[src/rtl/svc_watchdog_pkg.sv]
package svc_watchdog_pkg;

  // Strobes from the control to the counting datapath
  typedef struct packed {
    logic cntClr;   // clear the count (priority over stepping)
    logic cntStep;  // one qualified reference tick this cycle
    logic longSel;  // 1: long timeout, 0: short timeout
  } wd_strobe_t;

endpackage

[src/rtl/svc_watchdog_tick_sync.sv]
module svc_watchdog_tick_sync #(
  parameter int STAGES = 2
) (
  input  logic clk,
  input  logic rstN,
  input  logic tickAsync,
  output logic tickPulse
);

  logic [STAGES-1:0] syncQ;
  logic              prevQ;

  always_ff @(posedge clk or negedge rstN) begin
    if (!rstN) syncQ[0] <= 1'b0;
    else       syncQ[0] <= tickAsync;
  end

  generate
    for (genvar s = 1; s < STAGES; s++) begin : g_stage
      always_ff @(posedge clk or negedge rstN) begin
        if (!rstN) syncQ[s] <= 1'b0;
        else       syncQ[s] <= syncQ[s-1];
      end
    end
  endgenerate

  always_ff @(posedge clk or negedge rstN) begin
    if (!rstN) prevQ <= 1'b0;
    else       prevQ <= syncQ[STAGES-1];
  end

  assign tickPulse = syncQ[STAGES-1] & ~prevQ;

endmodule

[src/rtl/svc_watchdog_ctrl.sv]
module svc_watchdog_ctrl
  import svc_watchdog_pkg::*;
#(
  parameter int ADDR_W    = 2,
  parameter int DATA_W    = 8,
  parameter int OPT_ADDR  = 0,
  parameter int STAT_ADDR = 1
) (
  input  logic              clk,
  input  logic              rstN,
  input  logic              busWrEn,
  input  logic [ADDR_W-1:0] busAddr,
  input  logic [DATA_W-1:0] busWrData,
  input  logic              tickPulse,
  input  logic              dbgFreeze,
  input  logic              stopMode,
  input  logic              wdFlag,
  output wd_strobe_t        strb,
  output logic [DATA_W-1:0] busRdData,
  output logic              optEn,
  output logic              optLong,
  output logic              optLocked
);

  localparam logic [ADDR_W-1:0] OPT_A  = ADDR_W'(OPT_ADDR);
  localparam logic [ADDR_W-1:0] STAT_A = ADDR_W'(STAT_ADDR);

  logic optHit, svcHit, firstWr;

  assign optHit  = busWrEn && (busAddr == OPT_A);
  assign svcHit  = busWrEn && (busAddr == STAT_A);
  assign firstWr = optHit && !optLocked;

  // Write-once options: defaults enabled, long timeout
  always_ff @(posedge clk or negedge rstN) begin
    if (!rstN) begin
      optEn     <= 1'b1;
      optLong   <= 1'b1;
      optLocked <= 1'b0;
    end else if (firstWr) begin
      optEn     <= busWrData[0];
      optLong   <= busWrData[1];
      optLocked <= 1'b1;
    end
  end

  always_comb begin
    strb.cntClr  = svcHit | firstWr | stopMode;
    strb.cntStep = tickPulse & optEn & ~dbgFreeze;
    strb.longSel = optLong;
  end

  always_comb begin
    busRdData = '0;
    if (busAddr == OPT_A) begin
      busRdData[0] = optEn;
      busRdData[1] = optLong;
    end else if (busAddr == STAT_A) begin
      busRdData[0] = wdFlag;
    end
  end

endmodule

[src/rtl/svc_watchdog_dp.sv]
module svc_watchdog_dp
  import svc_watchdog_pkg::*;
#(
  parameter int SHORT_LOG2 = 5,
  parameter int LONG_LOG2  = 8,
  localparam int CNT_W     = LONG_LOG2
) (
  input  logic             clk,
  input  logic             rstN,
  input  wd_strobe_t       strb,
  output logic [CNT_W-1:0] cntVal,
  output logic             rstReq,
  output logic             wdFlag
);

  localparam logic [CNT_W-1:0] SHORT_LAST = CNT_W'((1 << SHORT_LOG2) - 1);
  localparam logic [CNT_W-1:0] LONG_LAST  = CNT_W'((1 << LONG_LOG2) - 1);

  logic [CNT_W-1:0] lastVal;
  logic             atLast, expire;

  assign lastVal = strb.longSel ? LONG_LAST : SHORT_LAST;
  assign atLast  = (cntVal >= lastVal);
  assign expire  = strb.cntStep && !strb.cntClr && atLast;

  always_ff @(posedge clk or negedge rstN) begin
    if (!rstN)             cntVal <= '0;
    else if (strb.cntClr)  cntVal <= '0;
    else if (strb.cntStep) cntVal <= atLast ? '0 : cntVal + 1'b1;
  end

  always_ff @(posedge clk or negedge rstN) begin
    if (!rstN) begin
      rstReq <= 1'b0;
      wdFlag <= 1'b0;
    end else begin
      rstReq <= expire;
      wdFlag <= wdFlag | expire;
    end
  end

endmodule

[src/rtl/svc_watchdog.sv]
module svc_watchdog
  import svc_watchdog_pkg::*;
#(
  parameter int ADDR_W      = 2,
  parameter int DATA_W      = 8,
  parameter int OPT_ADDR    = 0,
  parameter int STAT_ADDR   = 1,
  parameter int SHORT_LOG2  = 5,
  parameter int LONG_LOG2   = 8,
  parameter int SYNC_STAGES = 2
) (
  input  logic              clk,
  input  logic              rstN,
  input  logic              refTick,
  input  logic              busWrEn,
  input  logic [ADDR_W-1:0] busAddr,
  input  logic [DATA_W-1:0] busWrData,
  output logic [DATA_W-1:0] busRdData,
  input  logic              dbgFreeze,
  input  logic              stopMode,
  output logic              rstReq,
  output logic              wdFlag
);

  wd_strobe_t           strb;
  logic                 tickPulse;
  logic                 optEn, optLong, optLocked;
  logic [LONG_LOG2-1:0] cntVal;

  svc_watchdog_tick_sync #(.STAGES(SYNC_STAGES)) sync_i (
    .clk(clk), .rstN(rstN), .tickAsync(refTick), .tickPulse(tickPulse)
  );

  svc_watchdog_ctrl #(
    .ADDR_W(ADDR_W), .DATA_W(DATA_W), .OPT_ADDR(OPT_ADDR), .STAT_ADDR(STAT_ADDR)
  ) ctrl_i (
    .clk(clk), .rstN(rstN), .busWrEn(busWrEn), .busAddr(busAddr),
    .busWrData(busWrData), .tickPulse(tickPulse), .dbgFreeze(dbgFreeze),
    .stopMode(stopMode), .wdFlag(wdFlag), .strb(strb), .busRdData(busRdData),
    .optEn(optEn), .optLong(optLong), .optLocked(optLocked)
  );

  svc_watchdog_dp #(.SHORT_LOG2(SHORT_LOG2), .LONG_LOG2(LONG_LOG2)) dp_i (
    .clk(clk), .rstN(rstN), .strb(strb), .cntVal(cntVal),
    .rstReq(rstReq), .wdFlag(wdFlag)
  );

endmodule

[config.mk]
export PLATFORM = sky130hd
export DESIGN_NAME = svc_watchdog
export DESIGN_NICKNAME = d
export VERILOG_FILES = /design/src/rtl/svc_watchdog_pkg.sv /design/src/rtl/svc_watchdog_tick_sync.sv /design/src/rtl/svc_watchdog_ctrl.sv /design/src/rtl/svc_watchdog_dp.sv /design/src/rtl/svc_watchdog.sv
export SDC_FILE = /design/constraint.sdc
export NUM_CORES = 1
export LEC_CHECK = 0
export CORE_MARGIN = 2
export CORE_UTILIZATION = 54
export DETAILED_ROUTE_END_ITERATION = 10
export DONT_BUFFER_PORTS = 1
export GPL_TIMING_DRIVEN = 0
export HOLD_SLACK_MARGIN = 0.1
export PLACE_DENSITY_LB_ADDON = 0.05
export SYNTH_ARGS = -nofsm -noshare
export SYNTH_HDL_FRONTEND = slang
export SYNTH_SLANG_ARGS = --single-unit
[constraint.sdc]
create_clock -name clk -period 1.8 [get_ports clk]
set_input_delay 0.18 -clock clk [delete_from_list [all_inputs] [get_ports clk]]
set_output_delay 0.18 -clock clk [all_outputs]
set_load 0.01 [all_outputs]
; After elaboration in Yosys (flattened, before gate mapping)
; Cells that the tools add are included.
[totals]
mem_bits_rw = 0
out_inout_bits = 10
mem_bits_ro = 0
memories = 0
latch_bits = 0
regBits = 16
wordCells = 36
[classes]
add_sub_neg = 1
order_cmp = 1
shifts = 0
multipliers = 0
div = 0
mux = 7
eq_ne = 1
bitwise_logic = 8
reduce_logical = 9
[ops]
columns = operator, count
row1 = $mux W8, 4
row2 = $add A8 B1 Y8 const B, 1
row3 = $ge A8 B8 Y1, 1
row4 = $logic_and A1 B1 Y1, 5
row5 = $and A1 B1 Y1, 3
row6 = $mux W1, 3
row7 = $or A1 B1 Y1, 3
row8 = $eq A2 B1 Y1 const B, 1
row9 = $logic_not A1 Y1, 2
row10 = $logic_not A2 Y1, 1
row11 = $not A1 Y1, 2
row12 = $reduce_bool A2 Y1, 1

; Logic depth before layout (Yosys ltp)
; Gate-level depths: netlist (run 1).
[logic_depth]
word_depth = 9
mapped_depth = 6
ltp_nobuf = 6

; Hierarchy
; From an unflattened synthesis (run 1), not the netlist that was laid out.
[unflattened]
hier_cells = 87
area_unflattened_um2 = 917.1
[modules_own_cells]
columns = module, seq_area_each_um2, cells_per_inst, n_inst, area_per_inst_um2
row1 = svc_watchdog_dp, 250.2, 59, 1, 590.6
row2 = svc_watchdog_ctrl, 77.6, 24, 1, 237.7
row3 = svc_watchdog_tick_sync, 75.1, 4, 1, 88.8

; Least setup slack after synthesis (run 1)
; No wires, ideal clock.
[synth_path]
path_kind = register to register
startpoint = reg ctrl_i.optLong
endpoint = reg dp_i.cntVal[0]
arrival_time_ps = 1602
setup_slack_ps = 74
path_stages_with_launch = 7
path_buffers = 0
required_ps = 1675
cell_sequence = dfstp_2 inv_1 ha_1 nand3_1 o22ai_2 nor3_2 mux2_2
[synth_between]
elab_chain_cells = 5
[synth_lines]
columns = element, line_no
row1 = "start, declared", svc_watchdog_ctrl.sv:21  ; output logic optLong,
row2 = "start signal, assigned", svc_watchdog_ctrl.sv:42  ; optLong <= busWrData[1];
row3 = $mux W8, svc_watchdog_dp.sv:22  ; assign lastVal = strb.longSel ? LONG_LAST : SHORT_LAST;
row4 = $ge A8 B8 Y1, svc_watchdog_dp.sv:23  ; assign atLast = (cntVal >= lastVal);
row5 = $mux W8 (2 in a row), svc_watchdog_dp.sv:29  ; else if (strb.cntStep) cntVal <= atLast ? '0 : cntVal + 1'b1;
row6 = $mux W8, svc_watchdog_dp.sv:28  ; else if (strb.cntClr) cntVal <= '0;
row7 = "end signal, assigned", svc_watchdog_dp.sv:29
row8 = "end, declared", svc_watchdog_dp.sv:11  ; output logic [CNT_W-1:0] cntVal,
; No other way between the ends. The select of a mux whose other input is x is not followed.
; A chain may end at the register's enable or synchronous reset.

; Worst setup path after layout (run 1)
; Ends and elaborated chain as after synthesis.

==> flow_summary.json, run 1 <==
{
  "critPathKind": "reg2reg",
  "core_area_um2": 1541,
  "grt_max_degree": 17,
  "ys_ff_latch": 16,
  "cts-htree-levels": 1,
  "fin_util": 0.7630,
  "endpoint": "dp_i.cntVal[0]",
  "rows": 14,
  "first_global_vias": 640,
  "nFillCells": 106,
  "place_hpwl_mm": 1.264,
  "grt_use_total": 0.1966,
  "synth_top_cell_area_share": 0.3873,
  "dieArea_um2": 2019,
  "synthDistinctLibCells": 38,
  "syn_area_um2": 904.6,
  "tightest_slew_ns": 0.7169,
  "start_kind": "flip-flop",
  "dp.cells": 105,
  "grt_pass1_wl_mm": 2.863,
  "stdcell_count": 119,
  "clock_latency_ns": 0.28,
  "critPathRequiredTime_ns": 1.98,
  "r2r_start": "ctrl_i.optLong",
  "routed_wl_mm": 1.870,
  "clockRootBuffer": "clkbuf_4",
  "rsz0062_at_grt": "true",
  "p_per_area_nw_per_um2": 680.9,
  "grt_overflow": 0,
  "r2r-end": "dp_i.cntVal[0]",
  "slowest_stage": "dfstp_2",
  "path_depth": 6,
  "critPathBufInv": 1,
  "die_h_um": 44.93,
  "cp.arrival_ns": 1.96,
  "post-route-drc-count": 0,
  "n_antenna_cell": 0,
  "vias": 676,
  "ir_drop_mv": 0.4912,
  "reg2reg_slack_ns": 0.02,
  "routedWlPerCell_um": 15.71,
  "end_kind": "flip-flop",
  "dr.pass1.iters": 4,
  "slowest_delay_ns": 0.55,
  "tritoncts": "built",
  "intPower_mw": 0.5897,
  "yosysSeqAreaShare": 0.4454,
  "fmax_ghz": 0.5623,
  "hold_violations": 0,
  "cap_viol_max_count": 0,
  "critPathMaxFanout": 8,
  "min_period_ns": 1.778,
  "reg2reg_depth": 6,
  "die_w_um": 44.93,
  "io_pins": 26,
  "start_util": 0.5869,
  "p_switching_mw": 0.2111,
  "finalSetupViolations": 0,
  "postRouteAntennaNets": 0,
  "crit_path_start": "ctrl_i.optLong",
  "cts_buffer_depth": 2,
  "nNetsFinal": 124,
  "crit_chain": "inv_4 > ha_4 > nand3_4 > o22ai_4 > nor3_4 > mux2_2",
  "fin_area_um2": 1176,
  "p_total_mw": 0.8009,
  "placed_area_um2": 943.4,
  "hold_ws_ns": 0.1127,
  "syn_to_final_growth_pct": 30.01,
  "cts_sinks": 16,
  "finalMaxSlewViolations": 0,
  "p_comb_frac": 0.211,
  "io_buffers": 0,
  "netlist_instances": 84,
  "async_reset_ff_frac": 1.000,
  "ys_warn_count": 0,
  "synth_area_leader_cell": "dfrtp_1",
  "switching_share": 0.2636,
  "p_seq_frac": 0.495,
  "relSlewSlack": 0.5205,
  "synth_edf_count": 0,
  "drtIter0Drc": 11,
  "status": "finished, final reports clean",
  "critPathTopFamily": "flip-flops",
  "numCtsBuffers": 3,
  "leakage_nw": 0.4977,
  "grt_antenna_before_repair": 0,
  "fin_skew_ns": 0.003655,
  "hold_path_class": "in2reg",
  "via_per_inst": 5.681,
  "synthTopCellsByArea": "dfrtp_1, dfstp_2, ha_1",
  "finalCritPeriodShare": 0.9880,
  "postSynthAreaPerCell_um2": 10.77,
  "clkPwrFrac": 0.295,
  "drive_gt1_frac": 0.3495,
  "synthFlopType": "dfrtp_1",
  "gp_congestion": 0.7576,
  "cts.reportedPaths.clkPinSlew_ns": 0.10
}
==> layout make-up <==
class	count	area [µm²]	share of cell area
buffer	7	48.80	0.04149
clock buffer	4	36.28	0.03085
inverter	5	21.27	0.01809
multi-input combinational	61	553.0	0.4702
sequential	16	402.9	0.3426
tap	16	20.02	0.01702
timing repair buffer	10	93.84	0.07979
==> flip-flops by register name (all words and copies together) (netlist names) <==
name              cells
dp_i.cntVal           8
sync_i.syncQ          2
ctrl_i.optEn          1
ctrl_i.optLocked      1
ctrl_i.optLong        1
dp_i.rstReq           1
dp_i.wdFlag           1
sync_i.prevQ          1
==> worst reg2reg max path: stages, from the launching register on <==
cell and delay, ns:
dfstp_2 0.55, inv_4 0.06, ha_4 0.28, nand3_4 0.08
o22ai_4 0.33, nor3_4 0.09, mux2_2 0.28
==> worst min path at each step <==
| stage | startpoint | end | slack [ns] | cells after the start |
|---|---|---|---|---|
| floorplan | rstN | ctrl_i.optLocked | -0.12 | 0 |
| global placement | rstN | dp_i.cntVal[2] | -0.12 | 0 |
| detailed placement | rstN | dp_i.cntVal[2] | -0.12 | 0 |
| CTS | busAddr[0] | ctrl_i.optLocked | 0.12 | 2 |
| global route | busAddr[0] | ctrl_i.optLocked | 0.11 | 2 |
| finish | busAddr[1] | ctrl_i.optLong | 0.11 | 2 |
==> cell families after synthesis <==
kind of cell,count (synthesis),synth area share
AOI/OAI and AO/OA,21,0.1950
xor gates and xnor gates,1,0.009684
adders and majority gates,4,0.05533
buffers and inverters,12,0.07468
DFF,16,0.4454
muxes,3,0.03596
other,1,0.004145
and+or+nand+nor,26,0.1798
==> through the flow <==
stage	TNS [ns]	setup WS [ns]
CTS	0	0.02459
global route	-0.08663	-0.03981
finish	0	0.02162
floorplan	0	0.07379
global placement	-0.2936	-0.08082
detailed placement	-0.4587	-0.1135
==> power groups by stage <==
stage / clock network (mW) / logic [mW] / registers [mW]
2_1_floorplan: 0 / 0.0749 / 0.397
3_3_place_gp: 0 / 0.0838 / 0.398
3_5_place_dp: 0 / 0.0870 / 0.400
4_1_cts: 0.244 / 0.130 / 0.394
5_1_grt: 0.257 / 0.186 / 0.398
6_report: 0.236 / 0.169 / 0.396
==> cell usage in the layout (no fill, tap or decap), types with 3 or more instances in the layout <==
cell type / netlist / final
conb_1: 1 / 6
nor2_1: 5 / 5
a22o_1: 4 / 4
ha_4: 0 / 4
o21ai_0: 4 / 4
dfrtp_1: 14 / 14
buf_4: 6 / 9
inv_1: 5 / 4
clkbuf_4: 0 / 3
nand2_1: 3 / 3
dlygate4sd3_1: 0 / 6
==> cells in the mapped netlist (2+ instances only) <==
cell type   n
nor2b_1     2
nand2_1     3
dfstp_2     2
inv_1       5
nand3_1     2
o21ai_0     4
ha_1        4
dfrtp_1    14
a21o_1      2
a22o_1      4
mux2_2      2
buf_4       6
nor4_1      2
nor2_1      5
o41ai_1     2
nor4b_1     2
or3_1       2
==> per-layer routing <==
metal,vias to the layer above,global-route usage,share of wire
met1,319,0.2658,0.45
met4,0,0.07059,0.0048
met5,-,0,0
met3,2,0.04000,0.037
li1,341,-,-
met2,14,0.3143,0.51
==> what timing repair did <==
| action | CTS | global route |
|---|---|---|
| hold buffers | 6 | 0 |
| endpoints found under the setup margin | 7 | 9 |
| setup buffers | 1 | 3 |
| pin swaps | 2 | 5 |
| endpoints found under the hold margin | 20 | 0 |
| resized for setup | 7 | 9 |
Note: power is estimated with default switching activity, not from simulation.
==> run 2, diff against run 1 <==
--- a/config.mk
+++ b/config.mk
@@ -12,6 +12,7 @@
 export GPL_TIMING_DRIVEN = 0
 export HOLD_SLACK_MARGIN = 0.1
 export PLACE_DENSITY_LB_ADDON = 0.05
+export SETUP_SLACK_MARGIN = 0.2
 export SYNTH_ARGS = -nofsm -noshare
 export SYNTH_HDL_FRONTEND = slang
 export SYNTH_SLANG_ARGS = --single-unit
==> flow_summary.json, run 2 (same netlist as run 1, synthesis figures left out) <==
{
  "routed_wl_mm": 1.916,
  "io_buffers": 0,
  "grt_use_total": 0.2232,
  "end_kind": "flip-flop",
  "fin_util": 0.7524,
  "post-route-drc-count": 0,
  "grt_max_degree": 17,
  "clockRootBuffer": "clkbuf_4",
  "hold_ws_ns": 0.1075,
  "top_regs": "dp_i.cntVal (8), sync_i.syncQ (2)",
  "first_global_vias": 688,
  "io_pins": 26,
  "hold_path_class": "in2reg",
  "critPathMaxFanout": 8,
  "reg2reg_slack_ns": 0.06,
  "final_cell_mix": "dfrtp_1, buf_4, dlygate4sd3_1, conb_1, nor2_1",
  "final_common_cell": "dfrtp_1",
  "start_util": 0.5869,
  "hold_violations": 0,
  "finalCritPeriodShare": 0.9656,
  "fin_area_um2": 1160,
  "numCtsBuffers": 3,
  "place_hpwl_mm": 1.320,
  "drtIter0Drc": 19,
  "status": "finished, final reports clean",
  "p_per_area_nw_per_um2": 698.9,
  "grt_antenna_before_repair": 0,
  "via_per_inst": 5.983,
  "start_kind": "flip-flop",
  "leakage_nw": 0.4993,
  "slowest_stage": "dfstp_2",
  "drive_gt1_frac": 0.3269,
  "largest_register": "dp_i.cntVal",
  "grt_overflow": 0,
  "finalMaxSlewViolations": 0,
  "rsz0062_at_grt": "true",
  "postRouteAntennaNets": 0,
  "fin_skew_ns": 0.0005156,
  "critPathRequiredTime_ns": 1.99,
  "critPathTopFamily": "flip-flops",
  "cp.arrival_ns": 1.93,
  "pre_cts_ws_ns": 0.05969,
  "cts_buffer_depth": 2,
  "cap_viol_max_count": 0,
  "dr.pass1.iters": 4,
  "stdcell_count": 120,
  "slowest_delay_ns": 0.55,
  "dp.cells": 105,
  "cts_sinks": 16,
  "relSlewSlack": 0.5057,
  "tritoncts": "built",
  "critPathBufInv": 1,
  "nFillCells": 112,
  "min_period_ns": 1.738,
  "cts-htree-levels": 1,
  "grt_pass1_wl_mm": 3.194,
  "tightest_slew_ns": 0.7391,
  "n_antenna_cell": 0,
  "routedWlPerCell_um": 15.97,
  "cts.reportedPaths.clkPinSlew_ns": 0.09,
  "largest_reg_flops": 8,
  "gp_congestion": 0.8165,
  "vias": 718,
  "min-delay-start": "busAddr[0]",
  "syn_to_final_growth_pct": 28.22,
  "fmax_ghz": 0.5754,
  "dieArea_um2": 2019,
  "setup_ws_ns": 0.06199,
  "r2r_start": "ctrl_i.optLong",
  "nNetsFinal": 125,
  "clock_latency_ns": 0.29,
  "critPathKind": "reg2reg",
  "finalSetupViolations": 0,
  "core_area_um2": 1541,
  "die_w_um": 44.93,
  "rows": 14,
  "crit_chain": "inv_4 > ha_4 > nand3_4 > o22ai_4 > nor3_4 > mux2_2",
  "crit_path_start": "ctrl_i.optLong",
  "placed_area_um2": 1013,
  "ir_drop_mv": 0.4645,
  "die_h_um": 44.93
}
[run 2: cell types whose count changed in the layout (fill, tap and decap cells not counted), sizes merged]
cell         delta
dlygate4sd3     +1
[run 2: through the flow]
stage	setup TNS (ns)	total power, mW
after CTS	0	0.8140
after detailed placement	0	0.5443
after global routing	-0.009065	0.8421
after floorplan	0	0.5271
final	0	0.8106
after global placement	0	0.5382
[run 2: worst register-to-register path: stages, from the launching register on]
cell and delay [ns]:
dfstp_2 0.55, inv_4 0.06, ha_4 0.28, nand3_4 0.06, o22ai_4 0.31, nor3_4 0.09, mux2_2 0.28
[run 2: worst paths after layout]
kind | cells after the start | to
worst max-delay path | 6 | dp_i.cntVal[0]
worst min-delay path | 2 | ctrl_i.optLocked
worst max register to register | 6 | dp_i.cntVal[0]
worst min register to register | 0 | sync_i.syncQ[1]
max in group asynchronous | 1 | dp_i.cntVal[3]
min in group asynchronous | 1 | sync_i.syncQ[0]
[run 2: what timing repair did]
| action | in CTS | in global routing |
|---|---|---|
| hold buffers | 7 | 0 |
| hold endpoints to repair | 20 | 0 |
| buffers inserted | 4 | 0 |
| pin swaps | 5 | 5 |
| setup endpoints to repair | 8 | 10 |
| resized for setup | 2 | 0 |
[run 2: cell type report]
class                      count  area [µm²]  share of cell area
inverter                       5       21.27             0.01834
timing repair buffer          11       100.1             0.08630
buffer                         7       48.80             0.04207
tap                           16       20.02             0.01726
clock buffer                   4       36.28             0.03128
multi-input combinational     61       530.5              0.4574
sequential                    16       402.9              0.3474
[run 2: power by group]
group	internal, mW	switching, mW
Sequential	0.384	0.0122
Combinational	0.0843	0.0869
Clock	0.123	0.120
[run 2: layer usage]
layer	part of all wire	GRT usage
met5	0	0
met4	0.027	0.08824
met3	0.055	0.02800
met2	0.51	0.3971
met1	0.41	0.2725
==> run 3, diff against run 2 <==
--- a/config.mk
+++ b/config.mk
@@ -15,4 +15,5 @@
 export SETUP_SLACK_MARGIN = 0.2
 export SYNTH_ARGS = -nofsm -noshare
 export SYNTH_HDL_FRONTEND = slang
+export SYNTH_HIERARCHICAL = 1
 export SYNTH_SLANG_ARGS = --single-unit
==> flow_summary.json, run 3 <==
{
  "status": "finished, final reports clean",
  "synthFlopType": "dfrtp_1",
  "async_reset_ff_frac": 1.000,
  "die_w_um": 45.21,
  "dr.pass1.iters": 4,
  "clockRootBuffer": "clkbuf_4",
  "critPathTopFamily": "flip-flops",
  "fin_skew_ns": 0.005733,
  "first_global_vias": 682,
  "tritoncts": "built",
  "io_buffers": 0,
  "fmax_ghz": 0.5757,
  "crit_chain": "buf_6 > inv_6 > ha_4 > buf_4 > a41oi_4 > buf_6 > a32o_1",
  "syn_to_final_growth_pct": 31.79,
  "via_per_inst": 5.808,
  "grt_max_degree": 17,
  "synth_top_cell_area_share": 0.3820,
  "nNetsFinal": 130,
  "postRouteAntennaNets": 0,
  "start_util": 0.5950,
  "synth_edf_count": 0,
  "dieArea_um2": 2044,
  "grt_antenna_before_repair": 0,
  "hold_ws_ns": 0.1252,
  "grt_use_total": 0.2188,
  "final_cell_mix": "dfrtp_1, buf_4, nand2_1, conb_1, dlygate4sd3_1",
  "hold_path_class": "in2reg",
  "numCtsBuffers": 3,
  "io_pins": 26,
  "ir_drop_mv": 0.6249,
  "ys_warn_count": 6,
  "critPathKind": "reg2reg",
  "cts_sinks": 16,
  "hold_violations": 0,
  "vias": 726,
  "slowest_delay_ns": 0.55,
  "p_per_area_nw_per_um2": 666.1,
  "tightest_slew_ns": 0.7213,
  "finalCritPeriodShare": 0.9651,
  "yosysSeqAreaShare": 0.4393,
  "finalMaxSlewViolations": 0,
  "grt_overflow": 0,
  "gp_congestion": 0.7537,
  "grt_pass1_wl_mm": 3.063,
  "synth_area_leader_cell": "dfrtp_1",
  "stdcell_count": 125,
  "synthDistinctLibCells": 32,
  "dp.cells": 108,
  "netlist_instances": 87,
  "largest_register": "dp_i/cntVal",
  "routed_wl_mm": 2.004,
  "rsz0062_at_grt": "true",
  "slowest_stage": "dfstp_2",
  "drive_gt1_frac": 0.3394,
  "rows": 14,
  "synth_common_cells": "dfrtp_1, buf_4, inv_1, nand2_1",
  "postSynthAreaPerCell_um2": 10.54,
  "die_h_um": 45.21,
  "final_common_cell": "dfrtp_1",
  "cap_viol_max_count": 0,
  "drtIter0Drc": 12,
  "top_regs": "dp_i/cntVal (8), sync_i/syncQ (2)",
  "cts.reportedPaths.clkPinSlew_ns": 0.10,
  "cts-htree-levels": 1,
  "syn_area_um2": 917.1,
  "critPathRequiredTime_ns": 1.99,
  "core_area_um2": 1541,
  "finalSetupViolations": 0,
  "ys_ff_latch": 16,
  "cp.arrival_ns": 1.93,
  "path_common_cell": "buf_6",
  "start_kind": "flip-flop",
  "n_antenna_cell": 0,
  "end_kind": "flip-flop",
  "yosysMostFrequentCell": "dfrtp_1",
  "min_period_ns": 1.737,
  "cts_buffer_depth": 2,
  "leakage_nw": 0.5150,
  "place_hpwl_mm": 1.283,
  "largest_reg_flops": 8,
  "critPathMaxFanout": 6,
  "synthTopCellsByArea": "dfrtp_1, buf_4, dfstp_2",
  "routedWlPerCell_um": 16.03,
  "clock_latency_ns": 0.29,
  "post-route-drc-count": 0,
  "relSlewSlack": 0.5176,
  "critPathBufInv": 4
}
-- run 3: changes by cell type in the layout (fill, tap and decap cells not counted), moves of 3 or more --
cell | before | now
a31oi_1 | 0 | 4
nand2_1 | 3 | 6
a22o_1 | 4 | 0
o21ai_0 | 4 | 0
nand3_1 | 1 | 5
buf_6 | 0 | 3
o22ai_2 | 0 | 4
-- run 3: cell type report --
class                   count  area [µm²]
multi-input cells          63       531.8
inverters                   6       27.53
flip-flops and latches     16       404.1
repair buffers             13       132.6
plain buffers               7       56.30
well taps                  16       20.02
clock buffers               4       36.28
fillers                   114       332.8
-- run 3: routing by layer --
metal  share of wire  wire, µm  GRT usage  vias to the layer above
met5               0         0          0                        -
met4           0.028        57     0.1118                        0
met3           0.039        79    0.04400                        7
met2            0.51      1027     0.3743                       27
met1            0.42       840     0.2577                      347
li1                -         -          -                      345
-- run 3: worst paths after layout --
kind	from	end	slack (ns)	cells past startpoint
setup / recovery	ctrl_i/optLong	dp_i/cntVal[1]	0.06	7
hold / removal	busAddr[0]	ctrl_i/optLocked	0.13	2
setup reg to reg	ctrl_i/optLong	dp_i/cntVal[1]	0.06	7
hold reg to reg	sync_i/syncQ[0]	sync_i/syncQ[1]	0.36	0
max in group asynchronous	rstN	dp_i/cntVal[0]	0.93	1
min in group asynchronous	rstN	dp_i/rstReq	0.38	1
-- run 3: power by group --
part	switching (mW)	total, mW	internal (mW)
Sequential	0.0128	0.396	0.383
Combinational	0.0831	0.170	0.0871
Clock	0.116	0.239	0.123
-- run 3: timing repair --
item	CTS	global route
pin swaps	2	2
hold buffers	6	0
endpoints found under the hold margin	21	0
endpoints found under the setup margin	9	9
buffers inserted	6	1
resized for setup	6	5
-- run 3: kinds of logic (layout without fill, tap and decap cells) --
logic type      count (synthesis)  in the layout  synth area share
flops                          16             16            0.4393
other cells                     1              6          0.004089
simple gates                   30             30            0.2033
compound gates                 18             18            0.1610
buf+inv                        13             30           0.08185
xor+xnor                        1              1          0.009552
mux                             4              4           0.04638
fa+ha+maj                       4              4           0.05457
-- run 3: worst register-to-register path: stages (launching register included) --
cell	delay, ns
dfstp_2	0.55
buf_6	0.10
inv_6	0.04
ha_4	0.26
buf_4	0.11
a41oi_4	0.16
buf_6	0.17
a32o_1	0.24
-- run 3: metrics by stage --
step                total power [mW]  setup TNS [ns]  setup WS (ns)  cell area [µm²]    util
finish                        0.8051               0        0.06290             1209  0.7841
global route                  0.8519       -0.002412      -0.002412             1209  0.7841
CTS                           0.8065               0        0.09451             1175  0.7622
detailed placement            0.5301               0        0.03158            991.0  0.6429
global placement              0.5237               0        0.04862            991.0  0.6429
floorplan                     0.5126               0         0.1514            970.9       -
